`src/rtl/pfd_dir_pkg.sv`:
```
package pfd_dir_pkg;

    typedef enum logic [1:0] {
        PD_IDLE,
        PD_UP_ON,
        PD_DN_ON,
        PD_OVERLAP
    } pd_state_e;

    typedef enum logic {
        LK_HUNT,
        LK_HELD
    } lk_state_e;

    localparam int GAIN_W = 4;

    function automatic logic [GAIN_W-1:0] gain_decode(input logic [1:0] code);
        logic [GAIN_W-1:0] f;
        unique case (code)
            2'b00: f = GAIN_W'(2);
            2'b01: f = GAIN_W'(3);
            2'b10: f = GAIN_W'(5);
            2'b11: f = GAIN_W'(8);
        endcase
        return f;
    endfunction

endpackage

```
`src/rtl/pfd_cmp_fsm.sv`:
```
module pfd_cmp_fsm
    import pfd_dir_pkg::*;
(
    input  logic clk,
    input  logic rst_n,
    input  logic fb_pulse,
    input  logic ref_pulse,
    input  logic dir_sel,
    input  logic det_en,
    output logic pump_up,
    output logic pump_dn,
    output logic err_phase,
    output logic period_end
);

    pd_state_e state, nxt;
    logic fb_q, ref_q;
    logic fb_rise, ref_rise;
    logic up_edge, dn_edge;

    always_ff @(posedge clk) begin
        if (!rst_n) begin
            fb_q  <= 1'b0;
            ref_q <= 1'b0;
        end else begin
            fb_q  <= fb_pulse;
            ref_q <= ref_pulse;
        end
    end

    assign fb_rise  = fb_pulse & ~fb_q;
    assign ref_rise = ref_pulse & ~ref_q;
    assign up_edge  = dir_sel ? ref_rise : fb_rise;
    assign dn_edge  = dir_sel ? fb_rise  : ref_rise;

    always_comb begin
        nxt = state;
        if (!det_en) begin
            nxt = PD_IDLE;
        end else begin
            unique case (state)
                PD_IDLE, PD_OVERLAP: begin
                    if (up_edge && dn_edge) nxt = PD_OVERLAP;
                    else if (up_edge)       nxt = PD_UP_ON;
                    else if (dn_edge)       nxt = PD_DN_ON;
                    else                    nxt = PD_IDLE;
                end
                PD_UP_ON: nxt = dn_edge ? PD_OVERLAP : PD_UP_ON;
                PD_DN_ON: nxt = up_edge ? PD_OVERLAP : PD_DN_ON;
            endcase
        end
    end

    always_ff @(posedge clk) begin
        if (!rst_n) state <= PD_IDLE;
        else        state <= nxt;
    end

    always_comb begin
        pump_up    = 1'b0;
        pump_dn    = 1'b0;
        err_phase  = 1'b0;
        period_end = 1'b0;
        unique case (state)
            PD_IDLE: ;
            PD_UP_ON: begin
                pump_up   = det_en;
                err_phase = 1'b1;
            end
            PD_DN_ON: begin
                pump_dn   = det_en;
                err_phase = 1'b1;
            end
            PD_OVERLAP: begin
                pump_up    = det_en;
                pump_dn    = det_en;
                period_end = 1'b1;
            end
        endcase
    end

    AST_UP_HOLDS: assert property (@(posedge clk) disable iff (!rst_n)
        (pump_up && !pump_dn && det_en) |=> (pump_up || !det_en));
    AST_DN_HOLDS: assert property (@(posedge clk) disable iff (!rst_n)
        (pump_dn && !pump_up && det_en) |=> (pump_dn || !det_en));
    AST_OVERLAP_ONE: assert property (@(posedge clk) disable iff (!rst_n)
        (pump_up && pump_dn) |=> !(pump_up && pump_dn));
    AST_QUIET_OFF: assert property (@(posedge clk) disable iff (!rst_n)
        !det_en |-> (!pump_up && !pump_dn));

endmodule

```
`src/rtl/pfd_lock_filter.sv`:
```
module pfd_lock_filter
    import pfd_dir_pkg::*;
#(
    parameter int LOCK_PERIODS = 16,
    parameter int ERR_THRESH   = 3
) (
    input  logic clk,
    input  logic rst_n,
    input  logic det_en,
    input  logic err_phase,
    input  logic period_end,
    output logic locked
);

    localparam int ERR_W  = $clog2(ERR_THRESH + 2);
    localparam int GOOD_W = $clog2(LOCK_PERIODS + 1);
    localparam logic [ERR_W-1:0]  ERR_LIM   = ERR_W'(ERR_THRESH);
    localparam logic [GOOD_W-1:0] GOOD_LAST = GOOD_W'(LOCK_PERIODS - 1);
    localparam logic [GOOD_W-1:0] GOOD_MAX  = GOOD_W'(LOCK_PERIODS);

    lk_state_e lk_state, lk_nxt;
    logic [ERR_W-1:0]  err_cnt;
    logic [GOOD_W-1:0] good_cnt;
    logic bad_now, good_end, reach;

    assign bad_now  = err_phase && (err_cnt >= ERR_LIM);
    assign good_end = period_end && (err_cnt <= ERR_LIM);
    assign reach    = good_end && (good_cnt >= GOOD_LAST);

    always_ff @(posedge clk) begin
        if (!rst_n || !det_en) begin
            err_cnt  <= '0;
            good_cnt <= '0;
        end else if (err_phase) begin
            if (err_cnt <= ERR_LIM) err_cnt <= err_cnt + 1'b1;
            if (bad_now)            good_cnt <= '0;
        end else if (period_end) begin
            err_cnt <= '0;
            if (good_end && good_cnt < GOOD_MAX) good_cnt <= good_cnt + 1'b1;
        end
    end

    always_comb begin
        lk_nxt = lk_state;
        if (!det_en) begin
            lk_nxt = LK_HUNT;
        end else begin
            unique case (lk_state)
                LK_HUNT: if (reach)   lk_nxt = LK_HELD;
                LK_HELD: if (bad_now) lk_nxt = LK_HUNT;
            endcase
        end
    end

    always_ff @(posedge clk) begin
        if (!rst_n) lk_state <= LK_HUNT;
        else        lk_state <= lk_nxt;
    end

    always_comb begin
        unique case (lk_state)
            LK_HUNT: locked = 1'b0;
            LK_HELD: locked = 1'b1;
        endcase
    end

    AST_LOCK_OFF_DISABLED: assert property (@(posedge clk) disable iff (!rst_n)
        !det_en |=> !locked);
    AST_LOCK_AT_PERIOD_END: assert property (@(posedge clk) disable iff (!rst_n)
        $rose(locked) |-> $past(period_end));
    AST_LOCK_DROP_ON_ERR: assert property (@(posedge clk) disable iff (!rst_n)
        $fell(locked) |-> ($past(err_phase) || $past(!det_en)));

endmodule

```
`src/rtl/pfd_mon_mux.sv`:
```
module pfd_mon_mux (
    input  logic clk,
    input  logic rst_n,
    input  logic fb_pulse,
    input  logic ref_pulse,
    input  logic dir_sel,
    input  logic mon_en,
    output logic mon_a,
    output logic mon_b
);

    always_ff @(posedge clk) begin
        if (!rst_n) begin
            mon_a <= 1'b0;
            mon_b <= 1'b0;
        end else begin
            mon_a <= mon_en & (dir_sel ? fb_pulse  : ref_pulse);
            mon_b <= mon_en & (dir_sel ? ref_pulse : fb_pulse);
        end
    end

    AST_MON_GATED: assert property (@(posedge clk) disable iff (!rst_n)
        !mon_en |=> (!mon_a && !mon_b));
    AST_MON_RF_SIDE: assert property (@(posedge clk) disable iff (!rst_n)
        (mon_en && dir_sel && fb_pulse) |=> mon_a);

endmodule

```
`src/rtl/pfd_dir_ctrl.sv`:
```
module pfd_dir_ctrl
    import pfd_dir_pkg::*;
#(
    parameter int LOCK_PERIODS = 16,
    parameter int ERR_THRESH   = 3
) (
    input  logic              clk,
    input  logic              rst_n,
    input  logic              fb_pulse,
    input  logic              ref_pulse,
    input  logic              dir_sel,
    input  logic              det_en,
    input  logic              mon_en,
    input  logic [1:0]        gain_code,
    output logic              pump_up,
    output logic              pump_dn,
    output logic              mon_a,
    output logic              mon_b,
    output logic [GAIN_W-1:0] gain_scale,
    output logic              locked
);

    logic err_phase, period_end;

    pfd_cmp_fsm u_cmp (
        .clk        (clk),
        .rst_n      (rst_n),
        .fb_pulse   (fb_pulse),
        .ref_pulse  (ref_pulse),
        .dir_sel    (dir_sel),
        .det_en     (det_en),
        .pump_up    (pump_up),
        .pump_dn    (pump_dn),
        .err_phase  (err_phase),
        .period_end (period_end)
    );

    pfd_lock_filter #(
        .LOCK_PERIODS (LOCK_PERIODS),
        .ERR_THRESH   (ERR_THRESH)
    ) u_lock (
        .clk        (clk),
        .rst_n      (rst_n),
        .det_en     (det_en),
        .err_phase  (err_phase),
        .period_end (period_end),
        .locked     (locked)
    );

    pfd_mon_mux u_mon (
        .clk       (clk),
        .rst_n     (rst_n),
        .fb_pulse  (fb_pulse),
        .ref_pulse (ref_pulse),
        .dir_sel   (dir_sel),
        .mon_en    (mon_en),
        .mon_a     (mon_a),
        .mon_b     (mon_b)
    );

    assign gain_scale = gain_decode(gain_code);

    AST_GAIN_LEGAL: assert property (@(posedge clk) disable iff (!rst_n)
        (gain_scale == 4'd2 || gain_scale == 4'd3 ||
         gain_scale == 4'd5 || gain_scale == 4'd8));

endmodule

```
`config.mk`:
```
export PLATFORM = sky130hd
export DESIGN_NAME = pfd_dir_ctrl
export DESIGN_NICKNAME = d
export VERILOG_FILES = /design/src/rtl/pfd_dir_pkg.sv /design/src/rtl/pfd_cmp_fsm.sv /design/src/rtl/pfd_lock_filter.sv /design/src/rtl/pfd_mon_mux.sv /design/src/rtl/pfd_dir_ctrl.sv
export SDC_FILE = /design/constraint.sdc
export NUM_CORES = 1
export LEC_CHECK = 0
export BUFFER_PORTS_ARGS = -buffer_cell sky130_fd_sc_hd__buf_2
export CAP_MARGIN = 20
export CORE_UTILIZATION = 30
export CTS_CLUSTER_SIZE = 20
export DETAILED_ROUTE_END_ITERATION = 8
export GPL_TIMING_DRIVEN = 1
export RECOVER_POWER = 100
export SYNTH_ARGS = -nofsm -noshare
export SYNTH_HDL_FRONTEND = slang
export SYNTH_HIERARCHICAL = 1
export SYNTH_SLANG_ARGS = --single-unit
```
`constraint.sdc`:
```
create_clock -name clk -period 2.2 [get_ports clk]
set_clock_uncertainty 0.2 [all_clocks]
set_input_delay 0.44 -clock clk [delete_from_list [all_inputs] [get_ports clk]]
set_output_delay 0.44 -clock clk [all_outputs]
set_load 0.02 [all_outputs]
```
==> results.py, run 1 <==
metrics = {
    "run_status": {
        "status": "completed",
    },
    "critical_path": {
        "end_kind": "output pin",
        "critPathSlowestCell": "dfxtp_1",
        "crit_chain": "ha_1 > o21a_1 > clkbuf_1",
        "critPathLaunch": "u_cmp/state[0]$_SDFF_PN0_",
        "reg2reg_from": "u_cmp/state[0]$_SDFF_PN0_",
        "regToRegSetupSlack_ps": 260,
        "timing.rr.end": "u_lock/good_cnt[3]$_SDFFE_PN0P_",
        "cp_data_required_time_ps": 1560,
        "crit_arrival_ps": 1320,
        "cp_num_buf_inv": 1,
        "r2r_cells": 7,
        "crit_family": "flip-flops",
        "crit_fanout": 5,
        "start_kind": "flop",
        "endpoint": "pump_up",
        "max_stage_delay_ps": 360,
        "crit_cells": 3,
        "criticalPathCategory": "flop to output pin",
    },
    "final_layout": {
        "finalInstanceArea_um2": 986,
        "final_core_util": 0.381,
        "final_nets": 138,
        "n_fill_cell": 269,
        "syn_to_final_growth_pct": 15.5,
        "antenna_cells": 0,
        "drive_gt1_frac": 0.120,
    },
    "place": {
        "place_hpwl_um": 1280,
        "post_dp_cell_area_um2": 972,
        "place_ws_ps": 264,
        "numPortBuffers": 17,
        "gp_congestion": 0.730,
    },
    "detailed_routing": {
        "vias": 747,
        "wl_um": 1620,
        "via_per_inst": 5.08,
        "wl_per_cell_um": 11.0,
        "ant_nets": 0,
        "drt_pre_antenna_iters": 4,
        "drc": 0,
        "drtIter0Drc": 15,
    },
    "global_route": {
        "grt_overflow_total": 0,
        "grt_pass1_vias": 689,
        "grt_max_degree": 10,
        "grt_antenna_before_repair": 0,
        "grt_pass1_wl_um": 2780,
        "grt.total_usage": 0.113,
    },
    "floorplan": {
        "die_area_um2": 3060,
        "rows": 18,
        "core_um2": 2590,
        "pin_count": 18,
        "fp.dieH_um": 55.3,
        "start_util": 0.329,
        "fp.dieW_um": 55.3,
    },
    "clock_tree": {
        "insertion_delay_ps": 280,
        "numCtsBuffers": 3,
        "clk_pin_slew_ps": 90,
        "cts_resized": 0,
        "h-tree-depth": 1,
        "tritoncts": "done",
        "cts-root-buf": "clkbuf_4",
        "cts.sinks": 15,
        "cts-hold-fix-buffers": 0,
        "clockBufferDepth": 2,
        "postCtsSetupBuffers": 0,
    },
    "logic_synthesis": {
        "synth.distinct_cells": 31,
        "synth_commonest_cells": "dfxtp_1, nand2_1, ha_1",
        "yosys.area.top_type_share": 0.352,
        "yosysMostFrequentCell": "dfxtp_1",
        "synth_area_um2": 853,
        "syn_inst": 97,
        "avgSynthCellArea_um2": 8.80,
        "synth_edf_count": 0,
        "synth_top_area_cell": "dfxtp_1",
        "seq_area_frac_synth": 0.352,
        "synth_area_leaders": "dfxtp_1, ha_1, nand2_1",
        "synth-async-reset-ratio": 0,
        "synth_ff_type": "dfxtp_1",
        "synth_seq_cells": 15,
        "ys_warn_count": 6,
        "syn-num-nets": 117,
    },
    "pwr": {
        "total_power_mw": 0.504,
        "p_leak_nw": 0.393,
        "pwr_density_cell_nw_per_um2": 511,
        "peakVddDrop_v": 0.000416,
    },
    "sta": {
        "max_freq_mhz": 509,
        "tightestPinTransition_ps": 339,
        "final.min_clock_period_ps": 1960,
        "finalSetupTns_ps": 0,
        "finalMaxSlewViolations": 0,
        "rsz0062_at_grt": "false",
        "min_period_over_period": 0.893,
        "hold_viol_final": 0,
        "worst_slack_ps": 235,
        "setup-violations-final": 0,
        "slew_headroom": 0.772,
    },
    "min_path": {
        "min_path_type": "input pin to flop",
    },
    "run": {
        "max-cap-violations": 0,
    },
}
==> layout by cell type, fill, tap and decap left out, types with 2 or more instances in the layout <==
| cell | instances |
|---|---|
| a21oi_1 | 4 |
| o21ai_0 | 5 |
| buf_2 | 6 |
| or3_1 | 2 |
| and2_1 | 2 |
| nand3_1 | 3 |
| nor2_1 | 5 |
| o22ai_1 | 3 |
| mux2i_1 | 2 |
| a2bb2oi_1 | 2 |
| clkbuf_4 | 3 |
| clkbuf_1 | 11 |
| ha_1 | 11 |
| nor3b_1 | 2 |
| and3b_1 | 2 |
| dfxtp_1 | 15 |
| nand2_1 | 12 |
| o21a_1 | 2 |
| inv_1 | 8 |
| nand4_1 | 3 |
==> flip-flops by register name, summed over array words and instances (netlist names) <==
register / count
u_mon/mon_b: 1
u_lock/lk_state: 1
u_cmp/state: 2
u_lock/err_cnt: 3
u_cmp/fb_q: 1
u_cmp/ref_q: 1
u_lock/good_cnt: 5
u_mon/mon_a: 1
==> final cells by class <==
cell class | count | area (µm²) | area share
repair buffers | 17 | 71.3 | 0.0723
well taps | 30 | 37.5 | 0.0381
flip-flops and latches | 15 | 300 | 0.305
multi-input cells | 73 | 519 | 0.527
clock inverters | 1 | 5.00 | 0.00508
clock buffers | 3 | 22.5 | 0.0228
inverters | 8 | 30.0 | 0.0305
==> routing by layer <==
metal,vias to the layer above,global-route usage,wire length [µm]
met5,-,0,0
met4,0,0.0571,29
met3,4,0.0468,91
met2,16,0.181,779
met1,340,0.128,721
li1,387,-,-
==> how the worst min path moves through the flow <==
stage / from / slack, ps / cells past startpoint / to
after global placement: u_lock/lk_state$_SDFF_PN0_ / 260 / 2 / u_lock/lk_state$_SDFF_PN0_
final: mon_en / 190 / 3 / u_mon/mon_a$_SDFF_PN0_
after floorplan: u_lock/err_cnt[2]$_SDFFE_PN0P_ / 280 / 2 / u_lock/err_cnt[2]$_SDFFE_PN0P_
after global routing: mon_en / 210 / 3 / u_mon/mon_b$_SDFF_PN0_
after detailed placement: u_lock/lk_state$_SDFF_PN0_ / 270 / 2 / u_lock/lk_state$_SDFF_PN0_
after CTS: mon_en / 190 / 3 / u_mon/mon_a$_SDFF_PN0_
==> cells by family after synthesis <==
kind of cell    after synthesis  synth area share
buf+inv                       9            0.0396
fa+ha+maj                    11             0.161
simple gates                 37             0.227
mux                           2            0.0235
flops                        15             0.352
compound gates               23             0.196
==> power by group <==
part	switching [mW]	total (mW)	internal (mW)
combinational	0.0437	0.0683	0.0246
sequential	0.00367	0.281	0.277
clock	0.0866	0.154	0.0676
total	0.134	0.504	0.370
==> per-stage QoR <==
| stage | hold WS [ps] | instances |
|---|---|---|
| after CTS | 185 | 147 |
| after floorplan | 276 | 97 |
| after detailed placement | 269 | 143 |
| after global routing | 205 | 147 |
| final | 195 | 147 |
| after global placement | 263 | 143 |
==> worst register-to-register path: stages, from the launching register on <==
cell      delay, ps
dfxtp_1         360
inv_1            50
ha_1            300
inv_1           120
nor2_2          160
o211ai_4        140
or3_1           380
a31oi_1         150
Note: power is estimated with default switching activity, not from simulation.
==> inputs of run 2 (changes only) <==
- PLACE_DENSITY: unset -> 0.56
==> results.py, run 2 (synthesized netlist as in run 1, its figures left out) <==
metrics = {
    "run_status": {
        "status": "completed",
    },
    "clock_tree": {
        "postCtsSetupBuffers": 0,
        "clk_pin_slew_ps": 100,
        "h-tree-depth": 1,
        "cts_resized": 0,
        "clockBufferDepth": 2,
        "cts-root-buf": "clkbuf_4",
        "insertion_delay_ps": 290,
        "tritoncts": "done",
        "numCtsBuffers": 3,
        "cts-hold-fix-buffers": 0,
        "cts.sinks": 15,
    },
    "detailed_routing": {
        "drtIter0Drc": 23,
        "wl_um": 1640,
        "drt_pre_antenna_iters": 4,
        "ant_nets": 0,
        "wl_per_cell_um": 11.2,
        "drc": 0,
        "via_per_inst": 5.10,
        "vias": 750,
    },
    "sta": {
        "slew_headroom": 0.737,
        "tightestPinTransition_ps": 390,
        "setup-violations-final": 0,
        "min_period_over_period": 0.894,
        "finalSetupTns_ps": 0,
        "hold_viol_final": 0,
        "final.min_clock_period_ps": 1970,
        "max_freq_mhz": 509,
        "rsz0062_at_grt": "false",
        "finalMaxSlewViolations": 0,
        "holdWs_ps": 192,
    },
    "final_layout": {
        "largest_register_ffs": 5,
        "n_fill_cell": 277,
        "syn_to_final_growth_pct": 15.5,
        "antenna_cells": 0,
        "final_cell_mix": "dfxtp_1, nand2_1, ha_1, clkbuf_1, inv_1",
        "top_register": "u_lock/good_cnt",
        "final_common_cell": "dfxtp_1",
        "drive_gt1_frac": 0.120,
        "fin_cells": 147,
        "final_nets": 138,
        "final_core_util": 0.381,
        "largestRegisters": "u_lock/good_cnt (5), u_lock/err_cnt (3), u_cmp/state (2)",
    },
    "floorplan": {
        "rows": 18,
        "pin_count": 18,
        "die_area_um2": 3060,
        "core_um2": 2590,
        "fp.dieW_um": 55.3,
        "fp.dieH_um": 55.3,
        "start_util": 0.329,
    },
    "global_route": {
        "grt_max_degree": 10,
        "grt_pass1_wl_um": 2790,
        "grt_pass1_vias": 671,
        "grt.total_usage": 0.115,
        "grt_overflow_total": 0,
        "grt_antenna_before_repair": 0,
    },
    "critical_path": {
        "critPathLaunch": "u_cmp/state[1]$_SDFF_PN0_",
        "crit_arrival_ps": 1330,
        "critPathSlowestCell": "dfxtp_1",
        "reg2reg_from": "u_cmp/state[0]$_SDFF_PN0_",
        "crit_fanout": 5,
        "max_stage_delay_ps": 370,
        "cp_num_buf_inv": 1,
        "start_kind": "flop",
        "crit_family": "flip-flops",
        "cp_data_required_time_ps": 1560,
        "criticalPathCategory": "flop to output pin",
        "end_kind": "output pin",
        "crit_chain": "ha_1 > o21a_1 > clkbuf_1",
    },
    "min_path": {
        "min_path_type": "input pin to flop",
        "hp-start": "mon_en",
    },
    "place": {
        "post-place-cells": 143,
        "gp_congestion": 0.721,
        "numPortBuffers": 17,
        "place_hpwl_um": 1270,
    },
    "run": {
        "max-cap-violations": 0,
    },
    "pwr": {
        "pwr_density_cell_nw_per_um2": 517,
        "p_leak_nw": 0.393,
        "peakVddDrop_v": 0.000250,
    },
}
[run 2: cell counts in the layout (fill, tap and decap cells not counted)]
No cell type changed its count.
[run 2: worst min-delay path, delay by kind of cell]
kind          cells  cell delay [ps]
simple gates      2              100
buf+inv           1               90
[run 2: area by class of cell]
type	count	area (µm²)	share of cell area
clock inverters	1	5.00	0.00508
repair buffers	17	71.3	0.0723
inverters	8	30.0	0.0305
flip-flops and latches	15	300	0.305
clock buffers	3	22.5	0.0228
well taps	30	37.5	0.0381
multi-input cells	73	519	0.527
[run 2: final timing paths]
check | end | slack [ps] | depth (start not counted)
setup / recovery | pump_up | 230 | 3
hold / removal | u_mon/mon_a$_SDFF_PN0_ | 190 | 3
setup reg to reg | u_lock/good_cnt[3]$_SDFFE_PN0P_ | 260 | 7
hold reg to reg | u_lock/lk_state$_SDFF_PN0_ | 280 | 2
[run 2: routing by layer]
layer / routed length, µm / global-route usage / up-vias
li1: - / - / 386
met1: 764 / 0.134 / 341
met2: 748 / 0.184 / 21
met3: 108 / 0.0492 / 2
met4: 21 / 0.0429 / 0
met5: 0 / 0 / -
[run 2: power by group]
part	switching, mW	total (mW)	internal [mW]
combinational	0.0447	0.0693	0.0246
sequential	0.00366	0.281	0.278
clock	0.0920	0.160	0.0675
[run 2: metrics by stage]
| step | cell area (µm²) | setup WS [ps] | total power [mW] |
|---|---|---|---|
| floorplan | 853 | 413 | 0.334 |
| global placement | 972 | 327 | 0.358 |
| detailed placement | 972 | 284 | 0.360 |
| CTS | 1000 | 253 | 0.521 |
| global route | 986 | 107 | 0.542 |
| finish | 986 | 234 | 0.510 |
==> inputs of run 3 (changes only) <==
--- a/config.mk
+++ b/config.mk
@@ -17,3 +17,2 @@
 export SYNTH_HDL_FRONTEND = slang
-export SYNTH_HIERARCHICAL = 1
 export SYNTH_SLANG_ARGS = --single-unit
--- a/constraint.sdc
+++ b/constraint.sdc
@@ -4,2 +4,2 @@
 set_output_delay 0.44 -clock clk [all_outputs]
-set_load 0.02 [all_outputs]
+set_load 0.1 [all_outputs]
==> results.py, run 3 <==
metrics = {
    "floorplan": {
        "fp.dieW_um": 56.9,
        "start_util": 0.322,
        "rows": 19,
        "die_area_um2": 3240,
        "core_um2": 2810,
        "pin_count": 18,
        "fp.dieH_um": 56.9,
    },
    "logic_synthesis": {
        "synth_top_area_cell": "dfxtp_1",
        "synth_edf_count": 0,
        "yosysMostFrequentCell": "dfxtp_1",
        "synth_ff_type": "dfxtp_1",
        "syn-num-nets": 122,
        "synth.distinct_cells": 33,
        "synth_area_leaders": "dfxtp_1, ha_1, nand3_1",
        "avgSynthCellArea_um2": 8.96,
        "synth-async-reset-ratio": 0,
        "synth_area_um2": 905,
        "yosys.area.top_type_share": 0.332,
        "seq_area_frac_synth": 0.332,
        "syn_inst": 101,
        "ys_warn_count": 0,
        "synth_seq_cells": 15,
        "synth_commonest_cells": "dfxtp_1, ha_1, nand3_1",
    },
    "clock_tree": {
        "cts-root-buf": "clkbuf_4",
        "cts.sinks": 15,
        "numCtsBuffers": 3,
        "cts-hold-fix-buffers": 0,
        "cts_resized": 0,
        "tritoncts": "done",
        "postCtsSetupBuffers": 0,
        "h-tree-depth": 1,
        "clk_pin_slew_ps": 90,
        "clockBufferDepth": 2,
        "insertion_delay_ps": 280,
    },
    "final_layout": {
        "syn_to_final_growth_pct": 15.4,
        "final_nets": 143,
        "final_cell_mix": "dfxtp_1, ha_1, nand3_1, buf_2, nor2_1",
        "regArea_um2": 300,
        "drive_gt1_frac": 0.207,
        "n_fill_cell": 296,
        "antenna_cells": 0,
        "largest_register_ffs": 5,
        "multi_input_area_um2": 553,
        "final_common_cell": "dfxtp_1",
        "top_register": "u_lock.good_cnt",
        "largestRegisters": "u_lock.good_cnt (5), u_lock.err_cnt (3), u_cmp.state (2)",
    },
    "sta": {
        "finalSetupTns_ps": 0,
        "max_freq_mhz": 482,
        "worst_slack_ps": 126,
        "tightestPinTransition_ps": 549,
        "min_period_over_period": 0.943,
        "final.min_clock_period_ps": 2070,
        "rsz0062_at_grt": "false",
        "finalMaxSlewViolations": 0,
        "hold_viol_final": 0,
        "setup-violations-final": 0,
        "slew_headroom": 0.636,
    },
    "min_path": {
        "min_path_type": "input pin to flop",
    },
    "critical_path": {
        "crit_fanout": 3,
        "cp_data_required_time_ps": 1560,
        "max_stage_delay_ps": 370,
        "crit_chain": "buf_2 > inv_1 > ha_1 > or2_2 > clkbuf_2",
        "start_kind": "input pin",
        "end_kind": "output pin",
        "crit_arrival_ps": 1430,
        "criticalPathCategory": "input pin to output pin",
        "crit_family": "buffers and inverters",
        "critPathSlowestCell": "clkbuf_2",
        "cp_num_buf_inv": 3,
    },
    "pwr": {
        "peakVddDrop_v": 0.000271,
        "pwr_density_cell_nw_per_um2": 546,
        "p_leak_nw": 0.449,
    },
    "global_route": {
        "grt.total_usage": 0.125,
        "grt_pass1_wl_um": 3210,
        "grt_max_degree": 11,
        "grt_pass1_vias": 755,
        "grt_overflow_total": 0,
        "grt_antenna_before_repair": 0,
    },
    "detailed_routing": {
        "vias": 811,
        "drc": 2,
        "wl_um": 1790,
        "ant_nets": 0,
        "via_per_inst": 5.34,
        "drtIter0Drc": 29,
        "drt_pre_antenna_iters": 6,
        "wl_per_cell_um": 11.8,
    },
    "place": {
        "place_ws_ps": 205,
        "place_hpwl_um": 1380,
        "numPortBuffers": 17,
        "gp_congestion": 0.786,
    },
    "run": {
        "max-cap-violations": 0,
    },
    "run_status": {
        "status": "finished, violations left",
        "violations": "design-rule violations",
    },
}
==> run 3: final timing paths <==
check                                  start                              end  slack (ps)  cells past startpoint
hold reg to reg   u_lock.lk_state$_SDFF_PN0_       u_lock.lk_state$_SDFF_PN0_         310                      1
setup reg to reg   u_cmp.state[0]$_SDFF_PN0_  u_lock.good_cnt[2]$_SDFFE_PN0P_         210                      6
setup / recovery                gain_code[0]                    gain_scale[1]         130                      5
hold / removal                        mon_en           u_mon.mon_b$_SDFF_PN0_         210                      3
==> run 3: area by class of cell <==
class	instances	area share
inverters	7	0.0252
multi-input cells	76	0.530
clock buffers	4	0.0252
flip-flops and latches	15	0.288
repair buffers	19	0.0947
well taps	31	0.0372
==> run 3: cell families after synthesis <==
kind of cell / synth area share
multiplexers: 0.0221
buffers and inverters: 0.0498
flip-flops: 0.332
adder cells (fa/ha/maj): 0.166
AND/OR/NAND/NOR: 0.237
AO/OA/AOI/OAI: 0.194
==> run 3: power by group <==
group / switching (mW) / internal, mW / leakage, nW
Combinational: 0.0984 / 0.0317 / 0.312
Sequential: 0.00360 / 0.277 / 0.122
Clock: 0.0884 / 0.0703 / 0.0150
Total: 0.190 / 0.379 / 0.449
==> run 3: layer usage <==
metal	vias up	GRT usage	share of wire
li1	408	-	-
met1	381	0.157	0.48
met2	20	0.205	0.47
met3	2	0.0300	0.042
met4	0	0.0523	0.0078
met5	-	0	0
==> run 3: through the flow <==
step	power (mW)	hold slack (ps)	util	area (µm²)	instances
6_report	0.570	214	0.372	1040	152
5_1_grt	0.606	220	0.372	1040	152
4_1_cts	0.589	208	0.380	1070	152
3_5_place_dp	0.428	292	0.371	1040	148
3_3_place_gp	0.426	292	0.371	1040	148
2_1_floorplan	0.396	278	-	905	101
==> run 3: worst register-to-register path, cell delays in order (launching register included) <==
cell      delay, ps
dfxtp_1         370
inv_1            70
ha_1            320
nor3_2          270
o211ai_4        160
or3b_1          390
a31oi_1         150
